==> src/rtl/ext_evt_pkg.sv <==
package ext_evt_pkg;

    parameter int unsigned EVT_LINES  = 8;
    parameter int unsigned BUS_W      = 32;
    parameter int unsigned SYNC_DEPTH = 2;

    localparam int unsigned ARM_LSB    = 0;
    localparam int unsigned MIRROR_LSB = ARM_LSB + EVT_LINES;
    localparam int unsigned CLEAR_LSB  = MIRROR_LSB + EVT_LINES;
    localparam int unsigned USED_BITS  = CLEAR_LSB + EVT_LINES;

    typedef logic [EVT_LINES-1:0] evt_vec_t;
    typedef logic [BUS_W-1:0]     bus_word_t;

    typedef struct packed {
        logic     load;
        evt_vec_t value;
    } arm_wr_t;

    typedef struct packed {
        evt_vec_t set_mask;
        logic     clear_all;
    } stat_upd_t;

    function automatic bus_word_t pack_view(evt_vec_t arm, evt_vec_t stat);
        bus_word_t w;
        w = '0;
        w[ARM_LSB    +: EVT_LINES] = arm;
        w[MIRROR_LSB +: EVT_LINES] = stat;
        w[CLEAR_LSB  +: EVT_LINES] = stat;
        return w;
    endfunction

    function automatic evt_vec_t stat_next(evt_vec_t cur, stat_upd_t u);
        evt_vec_t kept;
        kept = u.clear_all ? '0 : cur;
        return kept | u.set_mask;
    endfunction

endpackage

==> src/rtl/evt_sync.sv <==
module evt_sync
    import ext_evt_pkg::*;
#(
    parameter int unsigned WIDTH  = EVT_LINES,
    parameter int unsigned STAGES = SYNC_DEPTH
) (
    input  logic             clk,
    input  logic             rst,
    input  logic [WIDTH-1:0] raw_n,
    output logic [WIDTH-1:0] sync_n
);

    generate
        for (genvar i = 0; i < WIDTH; i++) begin : g_line
            logic [STAGES-1:0] chain;
            if (STAGES == 1) begin : g_one
                always_ff @(posedge clk) begin
                    if (rst) chain <= '1;
                    else     chain <= raw_n[i];
                end
            end else begin : g_many
                always_ff @(posedge clk) begin
                    if (rst) chain <= '1;
                    else     chain <= {chain[STAGES-2:0], raw_n[i]};
                end
            end
            assign sync_n[i] = chain[STAGES-1];
        end
    endgenerate

endmodule

==> src/rtl/evt_fall_detect.sv <==
module evt_fall_detect
    import ext_evt_pkg::*;
#(
    parameter int unsigned WIDTH = EVT_LINES
) (
    input  logic             clk,
    input  logic             rst,
    input  logic [WIDTH-1:0] lvl_n,
    input  logic [WIDTH-1:0] arm,
    output logic [WIDTH-1:0] fall_hit
);

    logic [WIDTH-1:0] hist_n;

    always_ff @(posedge clk) begin
        if (rst) hist_n <= '1;
        else     hist_n <= lvl_n;
    end

    generate
        for (genvar i = 0; i < WIDTH; i++) begin : g_det
            assign fall_hit[i] = hist_n[i] & ~lvl_n[i] & arm[i];
        end
    endgenerate

endmodule

==> src/rtl/evt_arm_reg.sv <==
module evt_arm_reg
    import ext_evt_pkg::*;
(
    input  logic     clk,
    input  logic     rst,
    input  arm_wr_t  wr,
    output evt_vec_t arm
);

    always_ff @(posedge clk) begin
        if (rst)          arm <= '0;
        else if (wr.load) arm <= wr.value;
    end

endmodule

==> src/rtl/evt_status_reg.sv <==
module evt_status_reg
    import ext_evt_pkg::*;
(
    input  logic      clk,
    input  logic      rst,
    input  stat_upd_t upd,
    output evt_vec_t  stat,
    output logic      any_set
);

    always_ff @(posedge clk) begin
        if (rst) stat <= '0;
        else     stat <= stat_next(stat, upd);
    end

    assign any_set = |stat;

endmodule

==> src/rtl/ext_evt_smi_ctrl.sv <==
module ext_evt_smi_ctrl
    import ext_evt_pkg::*;
(
    input  logic                 clk,
    input  logic                 rst,
    input  logic                 bus_sel,
    input  logic                 bus_wr,
    input  logic                 bus_rd,
    input  logic [BUS_W-1:0]     bus_wdata,
    output logic [BUS_W-1:0]     bus_rdata,
    input  logic [EVT_LINES-1:0] evt_n_in,
    output logic                 smi_out,
    output logic                 smi_summary
);

    evt_vec_t  sync_n;
    evt_vec_t  arm;
    evt_vec_t  fall_hit;
    evt_vec_t  stat;
    logic      any_set;
    arm_wr_t   arm_wr;
    stat_upd_t stat_upd;
    logic      unused_wdata_hi;

    assign unused_wdata_hi = ^bus_wdata[BUS_W-1:EVT_LINES];

    assign arm_wr.load  = bus_sel & bus_wr;
    assign arm_wr.value = bus_wdata[ARM_LSB +: EVT_LINES];

    assign stat_upd.set_mask  = fall_hit;
    assign stat_upd.clear_all = bus_sel & bus_rd;

    evt_sync #(.WIDTH(EVT_LINES), .STAGES(SYNC_DEPTH)) u_sync (
        .clk    (clk),
        .rst    (rst),
        .raw_n  (evt_n_in),
        .sync_n (sync_n)
    );

    evt_fall_detect #(.WIDTH(EVT_LINES)) u_fall (
        .clk      (clk),
        .rst      (rst),
        .lvl_n    (sync_n),
        .arm      (arm),
        .fall_hit (fall_hit)
    );

    evt_arm_reg u_arm (
        .clk (clk),
        .rst (rst),
        .wr  (arm_wr),
        .arm (arm)
    );

    evt_status_reg u_stat (
        .clk     (clk),
        .rst     (rst),
        .upd     (stat_upd),
        .stat    (stat),
        .any_set (any_set)
    );

    assign bus_rdata   = pack_view(arm, stat);
    assign smi_out     = any_set;
    assign smi_summary = any_set;

endmodule

==> config.mk <==
export PLATFORM = sky130hd
export DESIGN_NAME = ext_evt_smi_ctrl
export DESIGN_NICKNAME = d
export VERILOG_FILES = /design/src/rtl/ext_evt_pkg.sv /design/src/rtl/evt_sync.sv /design/src/rtl/evt_fall_detect.sv /design/src/rtl/evt_arm_reg.sv /design/src/rtl/evt_status_reg.sv /design/src/rtl/ext_evt_smi_ctrl.sv
export SDC_FILE = /design/constraint.sdc
export NUM_CORES = 1
export LEC_CHECK = 0
export BUFFER_PORTS_ARGS = -buffer_cell sky130_fd_sc_hd__buf_2
export CAP_MARGIN = 25
export CORE_AREA = 2 2 62 64
export CTS_CLUSTER_SIZE = 16
export DETAILED_ROUTE_END_ITERATION = 12
export DIE_AREA = 0 0 64 66
export PLACE_DENSITY = 0.75
export SLEW_MARGIN = 20
export SYNTH_ARGS = -nofsm -noshare
export SYNTH_HDL_FRONTEND = slang
export SYNTH_SLANG_ARGS = --single-unit
==> constraint.sdc <==
create_clock -name clk -period 1.1 [get_ports clk]
set_input_delay 0.055 -clock clk [delete_from_list [all_inputs] [get_ports clk]]
set_output_delay 0.055 -clock clk [all_outputs]
set_load 0.01 [all_outputs]
==> impl_metrics.py, run 1 <==
metrics = {
    "yosys": {
        "netlist.area_leader.share_pct": 54.1,
        "yosys-top-cells-count": "dfxtp_1, or2_2, buf_4, nand2_1, nand3_1",
        "synth_cell_types": 20,
        "ys_ff_latch": 40,
        "synth_most_common_cell": "dfxtp_1",
        "seq_area_frac_synth_pct": 54.1,
        "synth_cells": 133,
        "synthArstFlopShare_pct": 0,
        "yosys_warnings": 0,
        "avgSynthCellArea_sq_um": 11.1,
        "ys_top_cells_by_area": "dfxtp_1, buf_4, or2_2",
        "ys.flop_type": "dfxtp_1",
        "netlist_area_sq_um": 1480,
        "yosysTopAreaCell": "dfxtp_1",
        "synth_edf_count": 0,
    },
    "status": {
        "violations": "setup timing",
        "status": "complete, but fails checks",
    },
    "cells_and_area": {
        "fin_util_pct": 53.7,
        "fillers": 311,
        "stdcell_count": 238,
        "design_area_sq_um": 1910,
        "layout.nets": 234,
        "drive_gt1_share_pct": 51.1,
        "antenna_cells": 0,
        "area_growth_pct": 28.9,
    },
    "setup_path": {
        "critPathSlowestCell": "dfxtp_4",
        "r2r_slack_ns": 0.29,
        "crit_chain": "nor4_4 -> nand2_1 -> buf_2",
        "cp.depth": 3,
        "reg2reg_from": "u_arm.arm[3]",
        "worstPathMaxFanout": 4,
        "crit_start": "u_stat.stat[6]",
        "reg2reg_depth": 2,
        "worstSetupEndpointType": "output pin",
        "worstSetupStartpointType": "flop",
        "arrival_ns": 1.21,
        "path_class": "reg -> out",
        "critPathBufInv": 1,
        "slowest_delay_ns": 0.38,
        "endpoint": "smi_out",
        "worstPathRequired_ns": 1.04,
        "path_delay_family": "flip-flops",
        "worstReg2RegEnd": "u_arm.arm[3]",
    },
    "global_routing": {
        "grt_max_degree": 34,
        "grt_pass1_wl_um": 4130,
        "grt_usage_pct": 13.3,
        "grt_pass1_vias": 929,
        "antenna_found_initial": 0,
        "grt.overflow.total": 0,
    },
    "cts": {
        "clk_latency_ns": 0.34,
        "cts.clk_slew.worst_paths_ns": 0.11,
        "h-tree-depth": 2,
        "clockRootBuffer": "clkbuf_4",
        "cts_tree": "built",
        "cts.path.max_buffers": 2,
        "cts_buffers": 5,
        "cts.sinks": 40,
    },
    "power": {
        "finalPower_w": 0.00251,
        "p_per_area_nw_per_um2": 1320,
        "p_leak_nw": 0.850,
        "peakVddDrop_uv": 845,
    },
    "detailed_routing": {
        "viasPerCell": 4.27,
        "postRouteAntennaNets": 0,
        "detail_route.wl_per_cell_um": 11.3,
        "drt-initial-drc-count": 38,
        "wirelength_um": 2690,
        "first_pass_iters": 4,
        "vias": 1016,
        "remaining_drc_errors": 0,
    },
    "placement": {
        "dp_hpwl_um": 1640,
        "gp_congestion": 0.762,
        "portBuffers": 46,
        "place_inst": 213,
        "place_area_sq_um": 1630,
    },
    "floorplanning": {
        "start_util_pct": 41.7,
        "die_w_um": 64,
        "rows": 22,
        "num_io_pins": 79,
        "coreArea_sq_um": 3550,
        "die_h_um": 66,
        "dieArea_sq_um": 4220,
    },
    "sta": {
        "period_needed_ns": 1.26,
        "max-slew-margin-rel_pct": 64.9,
        "fin_skew_ns": 0.00660,
        "hold_viol": 0,
        "fmax_mhz": 793,
        "timing.final.crit_share_pct": 115,
        "rsz0062_at_grt": "true",
        "finalSetupViolCount": 2,
        "final_max_slew_viol_count": 0,
        "fin_ws_ns": -0.161,
        "worst_pin_slew_ns": 0.527,
    },
    "worst_hold_path": {
        "hp-class": "in -> reg",
    },
    "flow_run": {
        "maxCapViolCount": 0,
    },
}
## sequential cells by signal, summed over array words and instances (netlist names)
| signal | count |
|---|---|
| u_fall.hist_n | 8 |
| u_arm.arm | 8 |
| u_stat.stat | 8 |
| u_sync.g_line.chain | 16 |
## routing by layer
layer	vias to the layer above	share of wire [%]	GRT usage, %
li1	524	-	-
met1	448	43	13.8
met2	39	49	23.2
met3	5	6.2	4.26
met4	0	1.6	8.15
met5	-	0	0
## cell type report
class | instances | area (sq um) | area share [%]
Sequential cell | 40 | 807 | 42.3
Multi-Input combinational cell | 76 | 546 | 28.6
Timing Repair Buffer | 66 | 437 | 22.9
Tap cell | 48 | 60.1 | 3.15
Clock buffer | 8 | 58.8 | 3.08
## report_power, final
group / total, W / leakage, nW / switching (W) / internal (W)
clock: 0.000745 / 0.0326 / 0.000429 / 0.000316
sequential: 0.00152 / 0.330 / 0.0000200 / 0.00150
combinational: 0.000251 / 0.487 / 0.000117 / 0.000134
## worst reg2reg max path, delay by kind of cell, from the launching register on
kind / cells / cell delay, ns
flip-flops: 1 / 0.40
AO/OA/AOI/OAI: 2 / 0.35
## cells by family after synthesis
kind of cell           synth area share, %
and+or+nand+nor                       16.7
buffers and inverters                 12.8
DFF                                   54.1
other                                0.253
AOI/OAI and AO/OA                     16.1
## worst min path at each step
stage | from | end | slack [ns] | cells after the start
2_1_floorplan | evt_n_in[1] | u_sync.g_line[1].chain[0] | 0.16 | 1
3_3_place_gp | evt_n_in[7] | u_sync.g_line[7].chain[0] | 0.24 | 2
3_5_place_dp | evt_n_in[1] | u_sync.g_line[1].chain[0] | 0.24 | 2
4_1_cts | bus_rd | u_stat.stat[4] | 0.07 | 3
5_1_grt | bus_rd | u_stat.stat[3] | 0.08 | 3
6_report | bus_rd | u_stat.stat[4] | 0.08 | 3
## stage by stage
stage          TNS [ns]  setup WS (ns)  hold slack, ns
2_1_floorplan         0          0.128           0.159
3_3_place_gp          0          0.115           0.238
3_5_place_dp          0          0.118           0.239
4_1_cts          -0.375         -0.189          0.0686
5_1_grt          -0.530         -0.235          0.0751
6_report         -0.319         -0.161          0.0825
## cells in the final DEF (no fill, tap or decap)
master	synthesis	final
clkbuf_8	0	1
a21bo_1	2	2
a21bo_2	6	6
dfxtp_1	40	37
buf_6	3	3
a21oi_4	1	1
nand3_1	8	8
or2_4	4	4
a21oi_2	2	2
o2bb2ai_1	4	4
a21oi_1	6	6
dfxtp_2	0	2
nand2_1	9	9
clkbuf_4	0	5
dlygate4sd3_1	0	16
buf_4	17	3
o2bb2ai_2	4	4
or2_2	19	19
nor4_4	0	2
or2_1	1	1
conb_1	1	8
clkbuf_1	1	2
dfxtp_4	0	1
buf_2	2	44
## repair_timing
action / 4_1_cts / 5_1_grt
resized for setup: 4 / 7
setup endpoints to repair: 2 / 2
endpoints found under the hold margin: 16 / 0
hold buffers: 16 / 0
buffers inserted: 0 / 1
pin swaps: 2 / 2
Note: power is estimated with default switching activity, not from simulation.
==> inputs of run 2 (changes only) <==
Settings changed: CORE_AREA 2 2 62 64 to 2 2 60 62, DIE_AREA 0 0 64 66 to 0 0 62 64, PLACE_DENSITY 0.75 to 0.8.
Clock period 1.1 ns to 1.6 ns, I/O delays scaled along.
==> impl_metrics.py, run 2 (same netlist as run 1, synthesis figures left out) <==
metrics = {
    "setup_path": {
        "crit_start": "u_stat.stat[5]",
        "arrival_ns": 1.33,
        "path_delay_family": "simple AND/OR/NAND/NOR gates",
        "worstSetupStartpointType": "flop",
        "worstPathMaxFanout": 4,
        "critPathSlowestCell": "dfxtp_1",
        "path_class": "reg -> out",
        "reg2reg_from": "u_sync.g_line[0].chain[1]",
        "crit_chain": "nor4_1 -> nand2_1 -> buf_2",
        "critPathBufInv": 1,
        "worstPathRequired_ns": 1.52,
        "r2r_slack_ns": 0.78,
        "slowest_delay_ns": 0.36,
        "worstSetupEndpointType": "output pin",
    },
    "sta": {
        "hold_viol": 0,
        "fin_skew_ns": 0.00343,
        "final_max_slew_viol_count": 0,
        "worst_pin_slew_ns": 0.564,
        "max-slew-margin-rel_pct": 62.4,
        "rsz0062_at_grt": "false",
        "finalSetupViolCount": 0,
        "fin_hold_ws_ns": 0.110,
        "period_needed_ns": 1.41,
        "setup_tns_ns": 0,
        "fin_ws_ns": 0.192,
        "fmax_mhz": 710,
        "timing.final.crit_share_pct": 88.0,
    },
    "cells_and_area": {
        "fin_util_pct": 55.5,
        "drive_gt1_share_pct": 47.3,
        "largest_reg_flops": 16,
        "antenna_cells": 0,
        "multi_input_area_sq_um": 515,
        "final_common_cell": "buf_2",
        "regArea_sq_um": 801,
        "area_growth_pct": 23.2,
        "largest_register": "u_sync.g_line.chain",
        "layout.nets": 230,
        "fillers": 299,
        "layout_common_cells": "buf_2, dfxtp_1, or2_2",
    },
    "power": {
        "p_leak_nw": 0.810,
        "peakVddDrop_uv": 475,
        "p_per_area_nw_per_um2": 946,
    },
    "global_routing": {
        "grt_usage_pct": 12.9,
        "grt.overflow.total": 0,
        "grt_pass1_wl_um": 3710,
        "grt_pass1_vias": 897,
        "antenna_found_initial": 0,
        "grt_max_degree": 34,
    },
    "flow_run": {
        "maxCapViolCount": 0,
    },
    "floorplanning": {
        "rows": 21,
        "die_h_um": 64,
        "coreArea_sq_um": 3280,
        "die_w_um": 62,
        "num_io_pins": 79,
        "start_util_pct": 45.1,
        "dieArea_sq_um": 3970,
    },
    "detailed_routing": {
        "detail_route.wl_per_cell_um": 10.5,
        "remaining_drc_errors": 0,
        "wirelength_um": 2430,
        "drt-initial-drc-count": 68,
        "vias": 1011,
        "postRouteAntennaNets": 0,
        "viasPerCell": 4.36,
        "first_pass_iters": 3,
    },
    "cts": {
        "cts_setup_buffers": 0,
        "cts.clk_slew.worst_paths_ns": 0.11,
        "h-tree-depth": 2,
        "ctsResizeCount": 0,
        "ctsHoldBuffers": 16,
        "clk_latency_ns": 0.34,
        "clockRootBuffer": "clkbuf_4",
        "cts.path.max_buffers": 2,
        "cts.sinks": 40,
        "cts_buffers": 5,
        "cts_tree": "built",
    },
    "worst_hold_path": {
        "worstHoldStart": "bus_rd",
        "hp-class": "in -> reg",
    },
    "placement": {
        "dp_hpwl_um": 1560,
        "portBuffers": 46,
        "dp_slack_ns": 0.580,
        "gp_congestion": 0.660,
    },
    "status": {
        "status": "finished clean",
    },
}
[run 2: cell count changes in the layout (fill, tap and decap cells not counted)]
| cell | before | now |
|---|---|---|
| nor4_1 | 0 | 2 |
| nor4_4 | 2 | 0 |
| dfxtp_4 | 1 | 0 |
| buf_4 | 3 | 0 |
| dfxtp_2 | 2 | 0 |
| dfxtp_1 | 37 | 40 |
| buf_2 | 44 | 46 |
| buf_6 | 3 | 0 |
[run 2: per-stage QoR]
step           std cells  total power [W]  instance area [sq um]
6_report             232          0.00172                   1820
3_5_place_dp         208          0.00120                   1600
2_1_floorplan        140          0.00118                   1510
4_1_cts              232          0.00174                   1820
5_1_grt              232          0.00181                   1820
3_3_place_gp         208          0.00120                   1600
[run 2: final timing paths]
path / cells after the start / endpoint
setup / recovery: 3 / smi_out
hold / removal: 3 / u_stat.stat[6]
hold reg to reg: 1 / u_sync.g_line[2].chain[1]
setup reg to reg: 2 / u_stat.stat[0]
[run 2: where the power goes]
part	switching (W)	internal, W
logic	0.0000779	0.0000882
registers	0.0000133	0.00103
clock network	0.000297	0.000217
total	0.000388	0.00134
[run 2: worst reg2reg max path, delay by kind of cell, from the launching register on]
| kind | cells | cell delay [ns] |
|---|---|---|
| compound gates | 1 | 0.15 |
| flops | 1 | 0.32 |
| simple gates | 1 | 0.29 |
[run 2: area by class of cell]
| type | count | share of cell area [%] |
|---|---|---|
| well taps | 46 | 3.16 |
| clock buffers | 8 | 3.23 |
| multi-input cells | 76 | 28.3 |
| repair buffers | 62 | 21.4 |
| flip-flops and latches | 40 | 43.9 |
[run 2: per-layer routing]
metal	up-vias	wire [um]	track usage (%)
met3	5	172	4.86
li1	520	-	-
met1	442	1170	14.5
met2	44	1050	20.2
met5	-	0	0
met4	0	43	7.18
==> inputs of run 3 (changes only) <==
Settings changed: SETUP_SLACK_MARGIN set to 0.3.
Clock period 1.6 ns to 1.8 ns, I/O delays scaled along.
==> impl_metrics.py, run 3 (same netlist as run 1, synthesis figures left out) <==
metrics = {
    "status": {
        "status": "finished clean",
    },
    "sta": {
        "worst_pin_slew_ns": 0.560,
        "finalSetupViolCount": 0,
        "setup_tns_ns": 0,
        "max-slew-margin-rel_pct": 62.7,
        "rsz0062_at_grt": "false",
        "timing.final.crit_share_pct": 76.7,
        "hold_viol": 0,
        "fin_skew_ns": 0.00296,
        "period_needed_ns": 1.38,
        "fin_hold_ws_ns": 0.122,
        "final_max_slew_viol_count": 0,
        "fmax_mhz": 725,
    },
    "cts": {
        "clk_latency_ns": 0.34,
        "cts.path.max_buffers": 2,
        "cts.sinks": 40,
        "h-tree-depth": 2,
        "cts.clk_slew.worst_paths_ns": 0.10,
        "clockRootBuffer": "clkbuf_4",
        "cts_setup_buffers": 0,
        "cts_tree": "built",
        "cts_buffers": 5,
    },
    "setup_path": {
        "path_delay_family": "simple AND/OR/NAND/NOR gates",
        "slowest_delay_ns": 0.37,
        "worstSetupStartpointType": "flop",
        "critPathBufInv": 1,
        "crit_chain": "nor4_2 -> nand2_1 -> buf_2",
        "critPathSlowestCell": "dfxtp_1",
        "worstSetupEndpointType": "output pin",
        "path_class": "reg -> out",
        "worstPathRequired_ns": 1.71,
        "r2r_slack_ns": 0.98,
        "arrival_ns": 1.29,
        "worstPathMaxFanout": 4,
    },
    "worst_hold_path": {
        "hp-class": "in -> reg",
    },
    "detailed_routing": {
        "drt-initial-drc-count": 67,
        "remaining_drc_errors": 0,
        "detail_route.wl_per_cell_um": 10.5,
        "drt-met1-wl_um": 1190,
        "wirelength_um": 2450,
        "viasPerCell": 4.33,
        "wl_met2_um": 1040,
        "vias": 1005,
        "top_layer": "met4",
        "route.met3.wl_um": 172,
        "first_pass_iters": 3,
        "postRouteAntennaNets": 0,
    },
    "cells_and_area": {
        "layout_common_cells": "buf_2, dfxtp_1, or2_2",
        "drive_gt1_share_pct": 48.4,
        "design_area_sq_um": 1840,
        "final_common_cell": "buf_2",
        "regArea_sq_um": 801,
        "largest_register": "u_sync.g_line.chain",
        "fillers": 295,
        "antenna_cells": 0,
        "largest_reg_flops": 16,
        "multi_input_area_sq_um": 528,
        "layout.nets": 230,
        "area_growth_pct": 24.0,
    },
    "power": {
        "p_leak_nw": 0.813,
        "peakVddDrop_uv": 422,
        "p_per_area_nw_per_um2": 835,
    },
    "floorplanning": {
        "coreArea_sq_um": 3280,
        "dieArea_sq_um": 3970,
        "num_io_pins": 79,
        "die_w_um": 62,
        "rows": 21,
        "die_h_um": 64,
        "start_util_pct": 45.1,
    },
    "global_routing": {
        "antenna_found_initial": 0,
        "grt.overflow.total": 0,
        "grt_max_degree": 34,
        "grt_usage_pct": 12.9,
        "grt_pass1_vias": 897,
        "grt_pass1_wl_um": 3710,
    },
    "placement": {
        "place_area_sq_um": 1600,
        "gp_congestion": 0.660,
        "dp_hpwl_um": 1560,
        "portBuffers": 46,
    },
    "flow_run": {
        "maxCapViolCount": 0,
    },
}
-- run 3: timing repair --
item / 4_1_cts / 5_1_grt
setup endpoints to repair: 0 / 2
hold endpoints to repair: 16 / 0
resized for setup: 0 / 2
hold buffers: 16 / 0
-- run 3: worst paths after layout --
check                                 start                        end  cells after the start
setup / recovery             u_stat.stat[1]                    smi_out                      3
hold / removal                       bus_rd             u_stat.stat[6]                      3
setup reg to reg  u_sync.g_line[0].chain[1]             u_stat.stat[0]                      2
hold reg to reg   u_sync.g_line[2].chain[0]  u_sync.g_line[2].chain[1]                      1
-- run 3: power breakdown --
group | leakage [nW] | total (W) | switching (W) | internal [W]
Clock | 0.0326 | 0.000457 | 0.000264 | 0.000193
Combinational | 0.452 | 0.000148 | 0.0000692 | 0.0000789
Sequential | 0.328 | 0.000928 | 0.0000122 | 0.000916
Total | 0.813 | 0.00153 | 0.000345 | 0.00119
-- run 3: through the flow --
stage	total power, W	worst slack [ns]	std cells	utilization, %
6_report	0.00153	0.420	232	55.9
5_1_grt	0.00161	0.304	232	55.9
4_1_cts	0.00155	0.379	232	55.5
3_5_place_dp	0.00107	0.770	208	48.8
3_3_place_gp	0.00107	0.768	208	48.8
2_1_floorplan	0.00105	0.793	140	-
-- run 3: layout make-up --
cell class,count,share of cell area [%]
timing repair buffer,62,21.3
multi-input combinational,76,28.8
tap,46,3.14
sequential,40,43.6
clock buffer,8,3.20
-- run 3: worst reg2reg max path, cell delays in order (launching register included) --
cell	delay [ns]
dfxtp_1	0.32
or2_2	0.29
o2bb2ai_1	0.15
-- run 3: per-layer routing --
metal | up-vias | global-route usage [%]
met1 | 437 | 14.5
met5 | - | 0
met3 | 5 | 4.86
li1 | 519 | -
met4 | 0 | 7.18
met2 | 44 | 20.2
